**config.mk**
```make
export PLATFORM = sky130hd
export DESIGN_NAME = io_xlate_walker
export DESIGN_NICKNAME = d
export VERILOG_FILES = /design/src/rtl/iowalk_pkg.sv /design/src/rtl/iowalk_gate.sv /design/src/rtl/iowalk_addr.sv /design/src/rtl/iowalk_entry.sv /design/src/rtl/io_xlate_walker.sv
export SDC_FILE = /design/constraint.sdc
export NUM_CORES = 1
export LEC_CHECK = 0
export BUFFER_PORTS_ARGS = -buffer_cell sky130_fd_sc_hd__buf_4
export CELL_PAD_IN_SITES_DETAIL_PLACEMENT = 0
export CELL_PAD_IN_SITES_GLOBAL_PLACEMENT = 1
export CORE_AREA = 4 4 224 226
export CTS_CLUSTER_SIZE = 20
export DETAILED_ROUTE_END_ITERATION = 8
export DIE_AREA = 0 0 228 230
export GPL_ROUTABILITY_DRIVEN = 0
export PLACE_DENSITY = 0.73
export SKIP_LAST_GASP = 1
export SLEW_MARGIN = 20
export SYNTH_ARGS = -nofsm -noshare
export SYNTH_HDL_FRONTEND = slang
export SYNTH_SLANG_ARGS = --single-unit
```
**constraint.sdc**
```tcl
create_clock -name clk -period 6.45 [get_ports clk]
set_clock_uncertainty 0.2 [all_clocks]
set_input_delay 0.3225 -clock clk [delete_from_list [all_inputs] [get_ports clk]]
set_output_delay 0.3225 -clock clk [all_outputs]
set_load 0.02 [all_outputs]
```
**src/rtl/iowalk_pkg.sv**
```systemverilog
package iowalk_pkg;

    typedef enum logic [2:0] {
        WS_IDLE,
        WS_RTE,
        WS_STE,
        WS_PTE,
        WS_DONE
    } walk_state_e;

    typedef enum logic [1:0] {
        LVL_REGION,
        LVL_SEGMENT,
        LVL_PAGE
    } level_e;

    typedef enum logic [1:0] {
        ACC_NONE = 2'b00,
        ACC_RW   = 2'b11
    } access_e;

    // function state codes that allow translation
    localparam logic [2:0] FN_ENABLED = 3'd3;
    localparam logic [2:0] FN_BLOCKED = 3'd4;

endpackage

```
**src/rtl/iowalk_gate.sv**
```systemverilog
module iowalk_gate
    import iowalk_pkg::*;
#(
    parameter int AW  = 64,
    parameter int FSW = 3
) (
    input  logic [FSW-1:0] fn_state,
    input  logic           xlat_en,
    input  logic [AW-1:0]  iova,
    input  logic [AW-1:0]  lo,
    input  logic [AW-1:0]  hi,
    output logic           pass
);

    logic fn_live;
    logic in_window;

    assign fn_live   = (fn_state == FSW'(FN_ENABLED)) || (fn_state == FSW'(FN_BLOCKED));
    assign in_window = (iova >= lo) && (iova <= hi);
    assign pass      = fn_live && xlat_en && in_window;

endmodule

```
**src/rtl/iowalk_addr.sv**
```systemverilog
module iowalk_addr
    import iowalk_pkg::*;
#(
    parameter int AW        = 64,
    parameter int RX_LSB    = 42,
    parameter int SX_LSB    = 31,
    parameter int PX_LSB    = 12,
    parameter int TIDX_W    = 11,
    parameter int PIDX_W    = 8,
    parameter int ESZ_LOG2  = 3
) (
    input  level_e         level,
    input  logic [AW-1:0]  iova,
    input  logic [AW-1:0]  base,
    output logic [AW-1:0]  entry_addr
);

    localparam int NLVL = 3;
    localparam int LSB_TAB [NLVL] = '{RX_LSB, SX_LSB, PX_LSB};
    localparam int WID_TAB [NLVL] = '{TIDX_W, TIDX_W, PIDX_W};

    logic [AW-1:0] idx [NLVL];
    logic [AW-1:0] idx_sel;

    for (genvar g = 0; g < NLVL; g++) begin : g_idx
        localparam logic [AW-1:0] FIELD_MASK = (AW'(1) << WID_TAB[g]) - AW'(1);
        assign idx[g] = (iova >> LSB_TAB[g]) & FIELD_MASK;
    end

    always_comb begin
        unique case (level)
            LVL_REGION:  idx_sel = idx[0];
            LVL_SEGMENT: idx_sel = idx[1];
            default:     idx_sel = idx[2];
        endcase
        entry_addr = base + (idx_sel << ESZ_LOG2);
    end

endmodule

```
**src/rtl/iowalk_entry.sv**
```systemverilog
module iowalk_entry
    import iowalk_pkg::*;
#(
    parameter int                AW        = 64,
    parameter int                TYPE_LSB  = 2,
    parameter int                TYPE_W    = 2,
    parameter logic [TYPE_W-1:0] RGN_CODE  = 2'b11,
    parameter logic [TYPE_W-1:0] SEG_CODE  = 2'b10,
    parameter int                INV_BIT   = 10,
    parameter int                PAGE_BITS = 12
) (
    input  level_e         level,
    input  logic [AW-1:0]  entry,
    output logic           type_ok,
    output logic [AW-1:0]  base_out,
    output logic           page_ok
);

    localparam logic [AW-1:0] OFF_MASK = (AW'(1) << PAGE_BITS) - AW'(1);

    logic [TYPE_W-1:0] tfield;

    assign tfield   = entry[TYPE_LSB +: TYPE_W];
    assign base_out = entry & ~OFF_MASK;
    assign page_ok  = (entry != '0) && !entry[INV_BIT];

    always_comb begin
        unique case (level)
            LVL_REGION:  type_ok = (tfield == RGN_CODE);
            LVL_SEGMENT: type_ok = (tfield == SEG_CODE);
            default:     type_ok = 1'b1;
        endcase
    end

endmodule

```
**src/rtl/io_xlate_walker.sv**
```systemverilog
module io_xlate_walker
    import iowalk_pkg::*;
#(
    parameter int                AW              = 64,
    parameter int                FSW             = 3,
    parameter int                RX_LSB          = 42,
    parameter int                SX_LSB          = 31,
    parameter int                PX_LSB          = 12,
    parameter int                TIDX_W          = 11,
    parameter int                PIDX_W          = 8,
    parameter int                TYPE_LSB        = 2,
    parameter int                TYPE_W          = 2,
    parameter logic [TYPE_W-1:0] RGN_CODE        = 2'b11,
    parameter logic [TYPE_W-1:0] SEG_CODE        = 2'b10,
    parameter int                INV_BIT         = 10,
    parameter int                PAGE_BITS       = 12,
    parameter int                ANCHOR_FLAG_BIT = 0
) (
    input  logic           clk,
    input  logic           rst_n,
    input  logic           req_valid,
    input  logic [AW-1:0]  req_iova,
    input  logic [FSW-1:0] req_fn_state,
    input  logic           req_xlat_en,
    input  logic [AW-1:0]  req_lo,
    input  logic [AW-1:0]  req_hi,
    input  logic [AW-1:0]  req_anchor,
    output logic           busy,
    output logic           mem_req,
    output logic [AW-1:0]  mem_addr,
    input  logic           mem_rvalid,
    input  logic [AW-1:0]  mem_rdata,
    output logic           rsp_valid,
    output logic [AW-1:0]  rsp_iova,
    output logic [AW-1:0]  rsp_addr,
    output logic [AW-1:0]  rsp_mask,
    output logic [1:0]     rsp_perm
);

    localparam logic [AW-1:0] PAGE_MASK  = (AW'(1) << PAGE_BITS) - AW'(1);
    localparam logic [AW-1:0] ANCHOR_CLR = ~(AW'(1) << ANCHOR_FLAG_BIT);

    walk_state_e   state_q, state_d;
    level_e        level;
    logic [AW-1:0] iova_q;
    logic [AW-1:0] base_q;
    logic [AW-1:0] xaddr_q;
    logic          ok_q;
    logic          gate_pass;
    logic          type_ok;
    logic          page_ok;
    logic [AW-1:0] next_base;

    iowalk_gate #(
        .AW  (AW),
        .FSW (FSW)
    ) u_gate (
        .fn_state (req_fn_state),
        .xlat_en  (req_xlat_en),
        .iova     (req_iova),
        .lo       (req_lo),
        .hi       (req_hi),
        .pass     (gate_pass)
    );

    iowalk_addr #(
        .AW       (AW),
        .RX_LSB   (RX_LSB),
        .SX_LSB   (SX_LSB),
        .PX_LSB   (PX_LSB),
        .TIDX_W   (TIDX_W),
        .PIDX_W   (PIDX_W),
        .ESZ_LOG2 (3)
    ) u_addr (
        .level      (level),
        .iova       (iova_q),
        .base       (base_q),
        .entry_addr (mem_addr)
    );

    iowalk_entry #(
        .AW        (AW),
        .TYPE_LSB  (TYPE_LSB),
        .TYPE_W    (TYPE_W),
        .RGN_CODE  (RGN_CODE),
        .SEG_CODE  (SEG_CODE),
        .INV_BIT   (INV_BIT),
        .PAGE_BITS (PAGE_BITS)
    ) u_entry (
        .level    (level),
        .entry    (mem_rdata),
        .type_ok  (type_ok),
        .base_out (next_base),
        .page_ok  (page_ok)
    );

    // next state
    always_comb begin
        state_d = state_q;
        unique case (state_q)
            WS_IDLE: if (req_valid)  state_d = gate_pass ? WS_RTE : WS_DONE;
            WS_RTE:  if (mem_rvalid) state_d = type_ok ? WS_STE : WS_DONE;
            WS_STE:  if (mem_rvalid) state_d = type_ok ? WS_PTE : WS_DONE;
            WS_PTE:  if (mem_rvalid) state_d = WS_DONE;
            WS_DONE:                 state_d = WS_IDLE;
            default:                 state_d = WS_IDLE;
        endcase
    end

    // state register
    always_ff @(posedge clk or negedge rst_n) begin
        if (!rst_n) state_q <= WS_IDLE;
        else        state_q <= state_d;
    end

    // walk registers
    always_ff @(posedge clk or negedge rst_n) begin
        if (!rst_n) begin
            iova_q  <= '0;
            base_q  <= '0;
            xaddr_q <= '0;
            ok_q    <= 1'b0;
        end else begin
            unique case (state_q)
                WS_IDLE: begin
                    if (req_valid) begin
                        iova_q  <= req_iova;
                        base_q  <= req_anchor & ANCHOR_CLR;
                        xaddr_q <= '0;
                        ok_q    <= 1'b0;
                    end
                end
                WS_RTE, WS_STE: begin
                    if (mem_rvalid && type_ok) base_q <= next_base;
                end
                WS_PTE: begin
                    if (mem_rvalid) begin
                        ok_q    <= page_ok;
                        xaddr_q <= next_base;
                    end
                end
                default: ;
            endcase
        end
    end

    // outputs
    always_comb begin
        unique case (state_q)
            WS_RTE:  level = LVL_REGION;
            WS_STE:  level = LVL_SEGMENT;
            default: level = LVL_PAGE;
        endcase
        busy      = (state_q != WS_IDLE);
        mem_req   = (state_q == WS_RTE) || (state_q == WS_STE) || (state_q == WS_PTE);
        rsp_valid = (state_q == WS_DONE);
        rsp_perm  = ok_q ? ACC_RW : ACC_NONE;
        rsp_addr  = ok_q ? xaddr_q : '0;
        rsp_iova  = ok_q ? iova_q : '0;
        rsp_mask  = ok_q ? PAGE_MASK : '1;
    end


    gate_skip_chk: assert property (@(posedge clk) disable iff (!rst_n)
        (state_q == WS_IDLE && req_valid && !gate_pass)
        |=> (rsp_valid && !mem_req && rsp_perm == ACC_NONE));


    type_stop_chk: assert property (@(posedge clk) disable iff (!rst_n)
        ((state_q == WS_RTE || state_q == WS_STE) && mem_rvalid && !type_ok)
        |=> (rsp_valid && rsp_perm == ACC_NONE));


    page_align_chk: assert property (@(posedge clk) disable iff (!rst_n)
        (rsp_valid && rsp_perm == ACC_RW) |-> (rsp_addr[PAGE_BITS-1:0] == '0));


    ok_mask_chk: assert property (@(posedge clk) disable iff (!rst_n)
        (rsp_valid && rsp_perm == ACC_RW) |-> (rsp_mask == PAGE_MASK));


    fault_shape_chk: assert property (@(posedge clk) disable iff (!rst_n)
        (rsp_valid && rsp_perm == ACC_NONE)
        |-> (rsp_mask == '1 && rsp_addr == '0 && rsp_iova == '0));


    rsp_pulse_chk: assert property (@(posedge clk) disable iff (!rst_n)
        rsp_valid |=> (!rsp_valid && !busy));


    mem_hold_chk: assert property (@(posedge clk) disable iff (!rst_n)
        (mem_req && !mem_rvalid) |=> (mem_req && $stable(mem_addr)));

endmodule

```
==> results of run 1 <==
per-layer routing:
layer  wire length [um]  vias to the layer above  global-route usage (%)
met5                 13                        -                       0
met4               1470                        2                    6.47
met3               4130                       69                    5.70
met2              29300                      533                    38.7
met1              24400                     6962                    26.4
li1                   -                     7075                       -
worst max path at each step:
stage,from,endpoint
2_1_floorplan,state_q[2]$_DFFE_PN0P_,mem_addr[39]
3_3_place_gp,state_q[0]$_DFFE_PN0P_,mem_addr[63]
3_5_place_dp,state_q[2]$_DFFE_PN0P_,mem_addr[63]
4_1_cts,state_q[2]$_DFFE_PN0P_,mem_addr[63]
5_1_grt,state_q[0]$_DFFE_PN0P_,mem_addr[59]
6_report,state_q[2]$_DFFE_PN0P_,mem_addr[63]
power by group through the flow:
stage	logic, mW	registers (mW)	clock network, mW
2_1_floorplan	0.620	1.39	0
3_3_place_gp	1.11	1.45	0
3_5_place_dp	1.13	1.45	0
4_1_cts	1.22	1.43	1.14
5_1_grt	1.33	1.45	1.18
6_report	1.21	1.43	1.11
metrics by stage:
stage / hold slack [ns] / area (um^2) / power [mW] / worst slack (ns)
4_1_cts: 0.000496 / 20600 / 3.80 / 0.800
2_1_floorplan: -0.173 / 14100 / 2.01 / 2.39
5_1_grt: 0.0146 / 20600 / 3.97 / 0.363
6_report: 0.0346 / 20600 / 3.75 / 0.860
3_3_place_gp: 0.225 / 18300 / 2.56 / 1.40
3_5_place_dp: 0.225 / 18300 / 2.58 / 1.31
logic make-up after synthesis:
| logic type | Yosys count | share of synthesized area, % |
|---|---|---|
| compound gates | 237 | 10.1 |
| xor+xnor | 56 | 3.50 |
| fa+ha+maj | 140 | 12.6 |
| buf+inv | 297 | 10.2 |
| flops | 183 | 32.7 |
| mux | 52 | 3.72 |
| other cells | 2 | 0.0536 |
| simple gates | 797 | 27.1 |
what timing repair did:
item | in CTS | in global routing
buffers inserted | 0 | 0
hold endpoints to repair | 266 | 0
hold buffers | 173 | 0
cell type report:
class | count | area share, %
repair buffers | 746 | 29.3
inverters | 140 | 2.55
well taps | 622 | 3.77
flip-flops and latches | 183 | 22.2
clock inverters | 12 | 0.698
clock buffers | 20 | 2.17
multi-input cells | 1307 | 39.3
registers in the layout (all words and copies together) (netlist names):
register  flops
iova_q       64
base_q       63
xaddr_q      52
ok_q          1
state_q       3
synthesized netlist by cell type (13+ instances only):
| cell | n | area share, % |
|---|---|---|
| nor3_1 | 13 | 0.46 |
| o21ai_0 | 81 | 2.9 |
| and2_1 | 118 | 5.3 |
| inv_1 | 140 | 3.8 |
| buf_4 | 80 | 4.3 |
| nor4_1 | 22 | 0.98 |
| nand4_1 | 40 | 1.8 |
| xor2_1 | 15 | 0.94 |
| xnor2_1 | 41 | 2.6 |
| mux2i_1 | 52 | 3.7 |
| nand3_1 | 89 | 3.2 |
| dfrtp_1 | 183 | 33 |
| a21oi_1 | 74 | 2.6 |
| clkbuf_1 | 63 | 1.7 |
| nand2_1 | 403 | 11 |
| a21o_1 | 14 | 0.75 |
| nor2_1 | 55 | 1.5 |
| ha_1 | 139 | 12 |
worst max-delay path: stages, from the launching register on:
cell	delay, ns
dfrtp_1	0.70
inv_1	0.45
o22ai_1	0.15
a21oi_1	0.21
ha_1	0.20
inv_1	0.06
fa_1	0.40
nor2b_1	0.13
o21ai_1	0.08
a21boi_0	0.31
o31a_1	0.26
o21ai_0	0.14
o21ai_2	0.81
nand4_1	0.30
xnor2_1	0.22
buf_4	0.18
==> flow_summary.ini, run 1 <==
[setup_path]
critPathLaunchType = register
critPathRequiredTime_ns = 5.93
end_kind = output pin
reg2reg_depth = 6
r2r_end = base_q[50]$_DFFE_PN0P_
r2r-start = state_q[0]$_DFFE_PN0P_
arrival_ns = 5.07
rrSetupSlack_ns = 2.74
path_class = reg2out
cp_max_fo = 26

[timing]
fin_crit_ns = 5.59
rsz0062_at_grt = false
fmax_ghz = 0.179
slew_viol_final = 0
worst-slew-pin-transition_ns = 1.05
totalNegativeSetupSlack_ns = 0
hold_violations = 0
finalSetupViolations = 0
period_share_pct = 86.7
slew-limit-headroom_pct = 30.2

[placed_design]
port_buffers = 562
dp_cells = 2825
dp_hpwl_um = 46800

[routing]
drt-total-wl_um = 59300
drc = 0
first_iter_violations = 881
firstDrtPassIters = 5
antenna_left = 0
num_vias = 14641
via_per_inst = 4.83
wire_per_inst_um = 19.6

[synth]
syn-instance-count = 1764
yosysUniqueCellTypes = 65
yosysWarnings = 0
synth_sequential_area_ratio_pct = 32.7
syn-cell-area_um2 = 14000
ys_seq_elements = 183
synth_ff_type = dfrtp_1
async_flop_share_pct = 100
synth_area_per_cell_um2 = 7.94
synth_edf_count = 0

[cells_and_area]
fillers = 4875
stdcell_count = 3030
finish.utilization_pct = 42.7
drive_gt1_share_pct = 26.1
layout_commonest_cell = buf_4
syn2layout_area_growth_pct = 47.3
diodes = 0
nNetsFinal = 2863
seqCellArea_um2 = 4580
mostFrequentLayoutCells = buf_4, nand2_1, dfrtp_1
multi_input_area_um2 = 8110

[grt]
grt_overflow = 0
grt_usage_pct = 21.9
grt_pass1_wl_um = 90300
grt_max_degree = 116
grt_pass1_vias = 15114
antenna_found_initial = 1

[clock_tree]
ctsResizeCount = 0
htreeDepth = 4
cts_inserted_buffers = 17
cts_tree = done
insertion_delay_ns = 0.45
clockRootBuffer = clkbuf_16
clock_path_buffers = 2
clk_pin_slew_ns = 0.08
cts.sinks = 183

[pwr]
p_switching_mw = 1.32
internal-power_mw = 2.43
p_comb_share_pct = 32.3
ir_drop_v = 0.000150
power.share.switching_pct = 35.3
power.leakage_nw = 10.7
power.share.clock_pct = 29.5
p_seq_share_pct = 38.2
p_per_area_nw_per_um2 = 182

[floorplan]
core_um2 = 48300
ios = 589
die_h_um = 230
fp.dieW_um = 228
dieArea_um2 = 52400
rows = 81
start_util_pct = 29.0

[worst_hold_path]
min_from = req_anchor[45]
min_path_cells = 3
hold_path.class = in2reg
min_to = base_q[45]$_DFFE_PN0P_

[run]
cap_viol_max_count = 0

[status]
outcome = completed
Power figures use the tool's default switching activity.
==> inputs of run 2 (changes only) <==
--- a/config.mk
+++ b/config.mk
@@ -6,16 +6,18 @@
 export NUM_CORES = 1
 export LEC_CHECK = 0
 export BUFFER_PORTS_ARGS = -buffer_cell sky130_fd_sc_hd__buf_4
+export CAP_MARGIN = 20
 export CELL_PAD_IN_SITES_DETAIL_PLACEMENT = 0
 export CELL_PAD_IN_SITES_GLOBAL_PLACEMENT = 1
-export CORE_AREA = 4 4 224 226
+export CORE_AREA = 4 4 225 227
 export CTS_CLUSTER_SIZE = 20
 export DETAILED_ROUTE_END_ITERATION = 8
-export DIE_AREA = 0 0 228 230
+export DIE_AREA = 0 0 229 231
 export GPL_ROUTABILITY_DRIVEN = 0
-export PLACE_DENSITY = 0.73
+export PLACE_DENSITY = 0.76
 export SKIP_LAST_GASP = 1
 export SLEW_MARGIN = 20
 export SYNTH_ARGS = -nofsm -noshare
 export SYNTH_HDL_FRONTEND = slang
+export SYNTH_HIERARCHICAL = 1
 export SYNTH_SLANG_ARGS = --single-unit
==> constraint.sdc (replaced) <==
create_clock -name clk -period 6.1 [get_ports clk]
set_clock_uncertainty 0.2 [all_clocks]
set_input_delay 0.305 -clock clk [delete_from_list [all_inputs] [get_ports clk]]
set_output_delay 0.305 -clock clk [all_outputs]
set_load 0.02 [all_outputs]
==> run 2 against run 1 <==
- combinational power increased to 3.7 times the previous value
- non-clock buffer count is 22 higher
- synthesized cell count grew 0.17%
- via count is 0.39% lower
- die area rose by 0.88%
- clock-buffer cell count decreased by 1
- global-route usage up 0.74 points
- area after synthesis grew 14%
- critical path type unchanged
- largest cell class unchanged
==> flow_summary.ini, run 2 <==
[status]
outcome = completed

[clock_tree]
clock_path_buffers = 2
cts_tree = done
cts.sinks = 196
clk_pin_slew_ns = 0.08
clockRootBuffer = clkbuf_16
ctsResizeCount = 0
cts_setup_buffers = 0
postCtsHoldBufs = 182
insertion_delay_ns = 0.49
htreeDepth = 4
cts_inserted_buffers = 17

[timing]
period_share_pct = 83.6
slew-limit-headroom_pct = 29.1
worst-slew-pin-transition_ns = 1.06
hold_violations = 0
fin_crit_ns = 5.10
fmax_ghz = 0.196
whs_ns = 0.0424
rsz0062_at_grt = false
slew_viol_final = 0
totalNegativeSetupSlack_ns = 0
finalSetupViolations = 0
worst_slack_ns = 1.00

[grt]
grt_pass1_wl_um = 91900
grt_max_degree = 106
grt_usage_pct = 22.7
antenna_found_initial = 3
grt_pass1_vias = 15185
grt_overflow = 0

[routing]
firstDrtPassIters = 5
antenna_left = 0
via_per_inst = 4.85
drt-total-wl_um = 61800
drc = 0
wire_per_inst_um = 20.5
num_vias = 14584
first_iter_violations = 794

[setup_path]
critPathRequiredTime_ns = 5.59
cp_slowest_cell = a41oi_4
arrival_ns = 4.59
critPathLaunchType = register
end_kind = output pin
r2r-start = state_q[0]$_DFFE_PN0P_
path_class = reg2out
rrSetupSlack_ns = 2.47
reg2reg_depth = 9
path_common_cell = xnor2_1
critical_path.top_delay_family = compound AO/OA/AOI/OAI gates
cp_cell_sequence = xnor2_1, nor2_4, inv_1, o21ai_0, ha_1, a21oi_1, o211ai_2, and2_2, a41oi_4, nand4b_1, xnor2_1, buf_4
r2r_end = base_q[47]$_DFFE_PN0P_
slowest_delay_ns = 0.88
cp_max_fo = 25
path_buf_inv = 2

[cells_and_area]
fillers = 4701
seqCellArea_um2 = 4910
nNetsFinal = 2837
multi_input_area_um2 = 9050
mostFrequentLayoutCells = buf_4, nand2_1, dfrtp_1
layout_commonest_cell = buf_4
syn2layout_area_growth_pct = 38.8
top_regs = base_q: 64 flops, iova_q: 64 flops, xaddr_q: 64 flops
drive_gt1_share_pct = 32.5
design_area_um2 = 22100

[floorplan]
core_um2 = 48600
dieArea_um2 = 52900
ios = 589
fp.dieW_um = 229
die_h_um = 231
start_util_pct = 32.7
rows = 81

[synth]
synth_most_common_cell = nand2_1
synth_area_per_cell_um2 = 9.01
synth.area.top_cells = dfrtp_1, ha_1, buf_4
yosysWarnings = 6
synth_top_area_share_pct = 30.8
yosysUniqueCellTypes = 79
syn-instance-count = 1767
synth_sequential_area_ratio_pct = 30.8
async_flop_share_pct = 100
yosys.area.top_type = dfrtp_1
synth_edf_count = 0
ys_seq_elements = 196
synth_common_cells = nand2_1, dfrtp_1, buf_4
syn-cell-area_um2 = 15900
synth_ff_type = dfrtp_1

[worst_hold_path]
min_from = req_anchor[8]
hold_path.class = in2reg
min_to = base_q[8]$_DFFE_PN0P_
min_path_cells = 3

[pwr]
power.share.switching_pct = 47.1
power.share.clock_pct = 14.4
p_per_area_nw_per_um2 = 358
p_switching_mw = 3.72
ir_drop_v = 0.000271
p_seq_share_pct = 28.9
power.leakage_nw = 10.6
p_comb_share_pct = 56.7
internal-power_mw = 4.19

[placed_design]
dpl_worst_slack_ns = 1.50
dpl_cell_area_um2 = 19700
port_buffers = 575
dp_hpwl_um = 49100

[run]
cap_viol_max_count = 0
==> run 2: cell types whose count changed after synthesis, moves of 13 or more <==
| cell | change |
|---|---|
| a21oi_1 | -13 |
| a21oi_2 | +57 |
| and2_1 | +14 |
| buf_4 | +67 |
| clkbuf_1 | -39 |
| dfrtp_1 | +13 |
| mux2_4 | +50 |
| mux2i_1 | +23 |
| nand2_1 | -199 |
| nand3_1 | -52 |
| nor2_1 | +44 |
| o21ai_0 | -29 |
| o21ai_1 | +41 |
| xor2_1 | +13 |
==> run 2: kinds of logic after synthesis <==
family | Yosys count | synth area share (%)
DFF | 196 | 30.8
xor gates and xnor gates | 60 | 3.30
muxes | 139 | 10.4
adders and majority gates | 140 | 11.1
AOI/OAI and AO/OA | 267 | 11.4
other | 2 | 0.0472
buffers and inverters | 351 | 13.1
and+or+nand+nor | 612 | 19.9
==> run 2: routing by layer <==
layer	track usage (%)	part of all wire, %	routed length, um
met4	8.14	3.3	2020
met5	0	0	0
met1	25.3	39	23900
met2	41.4	51	31800
met3	6.07	6.5	4020
==> run 2: cell type report <==
| class | count | area share [%] |
|---|---|---|
| Inverter | 144 | 2.45 |
| Tap cell | 622 | 3.52 |
| Sequential cell | 196 | 22.2 |
| Multi-Input combinational cell | 1242 | 40.9 |
| Clock inverter | 13 | 0.532 |
| Timing Repair Buffer | 768 | 28.2 |
| Clock buffer | 19 | 2.05 |
| Antenna cell | 3 | 0.0340 |
==> run 2: how the worst max path moves through the flow <==
stage / startpoint / to / slack, ns / depth (start not counted)
3_3_place_gp: state_q[0]$_DFFE_PN0P_ / mem_addr[36] / 1.56 / 12
6_report: state_q[0]$_DFFE_PN0P_ / mem_addr[36] / 1.00 / 12
5_1_grt: state_q[0]$_DFFE_PN0P_ / mem_addr[36] / 0.67 / 12
3_5_place_dp: state_q[1]$_DFFE_PN0P_ / mem_addr[36] / 1.50 / 12
2_1_floorplan: state_q[1]$_DFFE_PN0P_ / mem_addr[61] / 1.83 / 15
4_1_cts: state_q[0]$_DFFE_PN0P_ / mem_addr[36] / 0.91 / 12
==> run 2: power groups by stage <==
stage,sequential [mW],clock (mW),combinational [mW]
2_1_floorplan,2.02,0,3.04
3_3_place_gp,2.30,0,4.36
3_5_place_dp,2.30,0,4.43
4_1_cts,2.28,1.19,4.54
5_1_grt,2.35,1.24,4.85
6_report,2.29,1.14,4.48
==> run 2: per-stage QoR <==
step	util, %	cells	total power, mW
after floorplan	-	1789	5.07
after global placement	40.5	2790	6.66
after detailed placement	40.5	2790	6.73
after CTS	45.4	3004	8.01
after global routing	45.4	3007	8.43
final	45.4	3007	7.91
==> run 2: worst register-to-register path: cells and delay by family, from the launching register on <==
family	cells	cell delay, ns
compound gates	3	1.16
xor+xnor	1	0.30
buf+inv	2	0.90
flops	1	0.54
simple gates	3	0.47
